===== src/rtl/hs_out_pkg.sv =====
package hs_out_pkg;
  localparam int STAT_W = 3;

  typedef enum logic {
    SEL_DATA = 1'b0,
    SEL_CTRL = 1'b1
  } reg_sel_e;

  // status field order: enable at bit 2, request at bit 1, full at bit 0
  function automatic logic [STAT_W-1:0] pack_status(logic ie, logic req, logic full);
    return {ie, req, full};
  endfunction

  // next interrupt state: a data write or an enable clear wins over a completion
  function automatic logic next_irq(logic cur, logic wr_dat, logic wr_ctl,
                                    logic ie_new, logic ie_cur, logic done);
    logic n;
    n = cur;
    if (done && ie_cur) n = 1'b1;
    if (wr_ctl && !ie_new) n = 1'b0;
    if (wr_dat) n = 1'b0;
    return n;
  endfunction
endpackage


===== src/rtl/hs_ack_sync.sv =====
module hs_ack_sync #(
  parameter int STAGES = 2
) (
  input  logic clk,
  input  logic rst_n,
  input  logic ack_n,
  output logic ack_rise
);
  logic [STAGES-1:0] chain;
  logic              last_q;

  always_ff @(posedge clk) begin
    if (!rst_n) chain[0] <= 1'b1;
    else        chain[0] <= ack_n;
  end

  for (genvar i = 1; i < STAGES; i++) begin : g_stage
    always_ff @(posedge clk) begin
      if (!rst_n) chain[i] <= 1'b1;
      else        chain[i] <= chain[i-1];
    end
  end

  always_ff @(posedge clk) begin
    if (!rst_n) last_q <= 1'b1;
    else        last_q <= chain[STAGES-1];
  end

  assign ack_rise = chain[STAGES-1] & ~last_q;
endmodule


===== src/rtl/hs_out_latch.sv =====
module hs_out_latch #(
  parameter int DW = 8
) (
  input  logic          clk,
  input  logic          rst_n,
  input  logic          load,
  input  logic [DW-1:0] din,
  output logic [DW-1:0] q
);
  always_ff @(posedge clk) begin
    if (!rst_n)    q <= '0;
    else if (load) q <= din;
  end
endmodule


===== src/rtl/hs_out_ctrl.sv =====
module hs_out_ctrl
  import hs_out_pkg::*;
(
  input  logic clk,
  input  logic rst_n,
  input  logic wr_data,
  input  logic wr_ctrl,
  input  logic ie_din,
  input  logic ack_rise,
  output logic full,
  output logic irq,
  output logic ie,
  output logic ack_done
);
  assign ack_done = ack_rise & full;

  always_ff @(posedge clk) begin
    if (!rst_n) begin
      full <= 1'b0;
      irq  <= 1'b0;
      ie   <= 1'b0;
    end else begin
      if (wr_data)       full <= 1'b1;
      else if (ack_done) full <= 1'b0;
      irq <= next_irq(irq, wr_data, wr_ctrl, ie_din, ie, ack_done);
      if (wr_ctrl) ie <= ie_din;
    end
  end
endmodule


===== src/rtl/hs_out_port.sv =====
module hs_out_port
  import hs_out_pkg::*;
#(
  parameter int DW   = 8,
  parameter int SYNC = 2
) (
  input  logic          clk,
  input  logic          rst_n,
  input  logic          cs,
  input  logic          wr,
  input  logic          rd,
  input  logic          addr,
  input  logic [DW-1:0] wdata,
  output logic [DW-1:0] rdata,
  output logic [DW-1:0] port_q,
  output logic          full_n,
  input  logic          ack_n,
  output logic          irq
);
  localparam int PAD = DW - STAT_W;

  logic wr_data, wr_ctrl, rd_any;
  logic ack_rise, ack_done, full, ie;

  assign wr_data = cs & wr & (reg_sel_e'(addr) == SEL_DATA);
  assign wr_ctrl = cs & wr & (reg_sel_e'(addr) == SEL_CTRL);
  assign rd_any  = cs & rd;

  hs_ack_sync #(.STAGES(SYNC)) u_sync (
    .clk(clk), .rst_n(rst_n), .ack_n(ack_n), .ack_rise(ack_rise)
  );

  hs_out_latch #(.DW(DW)) u_latch (
    .clk(clk), .rst_n(rst_n), .load(wr_data), .din(wdata), .q(port_q)
  );

  hs_out_ctrl u_ctrl (
    .clk(clk), .rst_n(rst_n), .wr_data(wr_data), .wr_ctrl(wr_ctrl),
    .ie_din(wdata[0]), .ack_rise(ack_rise), .full(full), .irq(irq),
    .ie(ie), .ack_done(ack_done)
  );

  assign full_n = ~full;

  always_comb begin
    rdata = '0;
    if (rd_any) begin
      if (reg_sel_e'(addr) == SEL_CTRL) rdata = {{PAD{1'b0}}, pack_status(ie, irq, full)};
      else                              rdata = port_q;
    end
  end
endmodule


===== config.mk =====
export PLATFORM = sky130hd
export DESIGN_NAME = hs_out_port
export DESIGN_NICKNAME = d
export VERILOG_FILES = /design/src/rtl/hs_out_pkg.sv /design/src/rtl/hs_ack_sync.sv /design/src/rtl/hs_out_latch.sv /design/src/rtl/hs_out_ctrl.sv /design/src/rtl/hs_out_port.sv
export SDC_FILE = /design/constraint.sdc
export NUM_CORES = 1
export LEC_CHECK = 0
export BUFFER_PORTS_ARGS = -buffer_cell sky130_fd_sc_hd__buf_2
export CORE_UTILIZATION = 46
export DETAILED_ROUTE_END_ITERATION = 10
export GPL_ROUTABILITY_DRIVEN = 0
export PLACE_DENSITY = 0.86
export SLEW_MARGIN = 10
export SYNTH_ARGS = -nofsm -noshare
export SYNTH_HDL_FRONTEND = slang
export SYNTH_SLANG_ARGS = --single-unit

===== constraint.sdc =====
create_clock -name clk -period 2.2 [get_ports clk]
set_clock_uncertainty 0.2 [all_clocks]
set_input_delay 0.22 -clock clk [delete_from_list [all_inputs] [get_ports clk]]
set_output_delay 0.22 -clock clk [all_outputs]
set_load 0.05 [all_outputs]

==> flow_summary.ini <==
[run_status]
status = finished clean

[flow_run]
drv_cap = 0

[power_and_ir_drop]
seqPwrFrac_pct = 49.2
p_switching_uw = 146
leakagePower_nw = 0.474
comb_power_share_pct = 17.0
clockPowerShare_pct = 33.8
ir_worst_vdd_v = 0.000381
total_power_uw = 544
p_int_uw = 397
powerDensity_mw_per_mm2 = 601
p_sw_share_pct = 26.9

[detailed_routing]
via_per_inst = 4.87
drc = 0
vias = 613
first_pass_iters = 3
wl_per_cell_um = 11.3
drt_iter0_markers = 14
wl_mm = 1.42
ant_nets = 0

[synth]
synth_cells = 71
synth.cell_area_um2 = 642
yosysWarningCount = 0
synth_nets = 86
synth.distinct_cells = 17
yosysSeqAreaShare_pct = 43.7
avgSynthCellArea_um2 = 9.04
ys_ff_latch = 14

[clocking]
post_cts_buffers = 0
cts-root-buf = clkbuf_4
clkTransAtPathRegs_ns = 0.08
clock-sinks = 14
clockBufferDepth = 2
cts_resized = 0
clk_latency_ns = 0.28
cts_tree = done
numCtsBuffers = 3
htreeDepth = 1

[worst_hold_path]
whs_path_depth = 3
worstHoldEndpoint = u_latch.q[0]
hp-class = in -> reg
min-delay-start = wdata[0]

[final_layout]
syn2layout_area_growth_pct = 40.9
diodes = 0
finish.utilization_pct = 69.5
instances_no_fill = 126
drive_gt1_share_pct = 42.3
final_area_um2 = 905
nets = 127

[timing]
setup_ws_ns = 0.666
max_freq_mhz = 652
worst_pin_slew_ns = 0.359
min_period_over_period_pct = 69.7
setup_viol = 0
slew_viol_final = 0
finalSetupTns_ns = 0
final-hold-violation-count = 0
period_needed_ns = 1.53
hold_slack_ns = 0.0213
relSlewSlack_pct = 76.1
grt_setup_unrepaired = false

[die]
initial_core_util_pct = 49.3
die_y_um = 39.4
pin_count = 33
die_x_um = 39.4
die_area_mm2 = 0.00155
core_area_mm2 = 0.00130
num_rows = 13

[critical_path]
crit_required_ns = 1.78
crit_path_end_kind = output pin
reg2reg_to = u_ctrl.irq
critPathArrivalTime_ns = 1.11
r2r_cells = 3
critPathMaxFanout = 5
r2r_start = u_sync.last_q
reg2reg_slack_ns = 1.14
worstSetupPathType = in -> out
startpoint_type = input pin

[place]
dp_slack_ns = 0.664
io_buffers = 32
post-dp-hpwl_um = 927
place_area_um2 = 788
dpl.cell_count = 114

[global_route]
grt_overflow = 0
grt_pass1_wl_mm = 2.12
grt_pass1_vias = 479
grt_antenna_before_repair = 0
grt_use_total_pct = 20.6
grt_max_degree = 23
[cell usage in the layout (no fill, tap or decap)]
| master | n |
|---|---|
| dfxtp_1 | 14 |
| clkbuf_8 | 1 |
| inv_1 | 3 |
| nand3_1 | 10 |
| clkbuf_4 | 3 |
| buf_2 | 32 |
| dlygate4sd3_1 | 8 |
| a21boi_2 | 1 |
| nand3_2 | 1 |
| nand2b_1 | 2 |
| mux2i_1 | 3 |
| nor2_1 | 4 |
| o21ai_0 | 2 |
| o21ai_2 | 8 |
| and2_1 | 5 |
| and3_1 | 1 |
| nand2_1 | 11 |
| a41o_1 | 1 |
| nand3b_4 | 1 |
[what timing repair did]
item	CTS	global route
hold buffers	8	0
endpoints found under the setup margin	0	0
endpoints found under the hold margin	8	0
[Yosys cell counts]
cell type  count  area [µm²]
nand3_1       10        50.1
nand2_1       11        41.3
and2_1         5        31.3
buf_2          2        10.0
dfxtp_1       14         280
o21ai_0        2        10.0
mux2i_1        3        30.0
nand3b_4       1        20.0
nand3_2        1        10.0
inv_1          3        11.3
o21ai_2        8        70.1
and3_1         1        6.26
buf_6          2        22.5
a21boi_2       1        11.3
a41o_1         1        10.0
nor2_1         4        15.0
nand2b_1       2        12.5
[worst max-delay path, stage by stage]
cell     delay, ns
buf_2         0.13
nand2_1       0.11
nor2_1        0.22
and2_1        0.17
buf_2         0.26
[worst max-delay path by stage]
| stage | depth (start not counted) | slack [ns] | start | endpoint |
|---|---|---|---|---|
| after floorplan | 2 | 0.34 | u_latch.q[1] | rdata[1] |
| after global placement | 5 | 0.68 | cs | rdata[5] |
| after detailed placement | 5 | 0.66 | cs | rdata[5] |
| after CTS | 5 | 0.66 | cs | rdata[5] |
| after global routing | 5 | 0.58 | cs | rdata[4] |
| final | 5 | 0.67 | cs | rdata[5] |
[sequential cells by signal, indices dropped and copies added (netlist names)]
register / cells
u_ctrl.ie: 1
u_sync.last_q: 1
u_latch.q: 8
u_ctrl.irq: 1
u_ctrl.full: 1
u_sync.chain: 2
[layout make-up]
class / instances / area [µm²]
well taps: 15 / 18.8
inverters: 3 / 11.3
multi-input cells: 50 / 318
repair buffers: 40 / 240
clock buffers: 4 / 36.3
fillers: 100 / 397
flip-flops and latches: 14 / 280
[cells by family (layout without fill, tap and decap cells)]
kind of cell	after synthesis	in the layout	share of synthesized area (%)
compound gates	12	12	15.8
buf+inv	7	47	6.82
flops	14	14	43.7
mux	3	3	4.68
simple gates	35	35	29.0
[power by group through the flow]
stage	Combinational (mW)	Sequential (mW)	Clock, mW
4_1_cts	0.0921	0.268	0.189
2_1_floorplan	0.0423	0.290	0
5_1_grt	0.0993	0.269	0.203
3_5_place_dp	0.0810	0.273	0
6_report	0.0926	0.268	0.184
3_3_place_gp	0.0796	0.273	0
[per-layer routing]
layer	up-vias	track usage, %	part of all wire, %
li1	322	-	-
met1	270	28.0	42
met2	19	31.3	52
met3	2	3.41	4.2
met4	0	10.3	0.84
met5	-	0	0
Note: power is estimated with default switching activity, not from simulation.
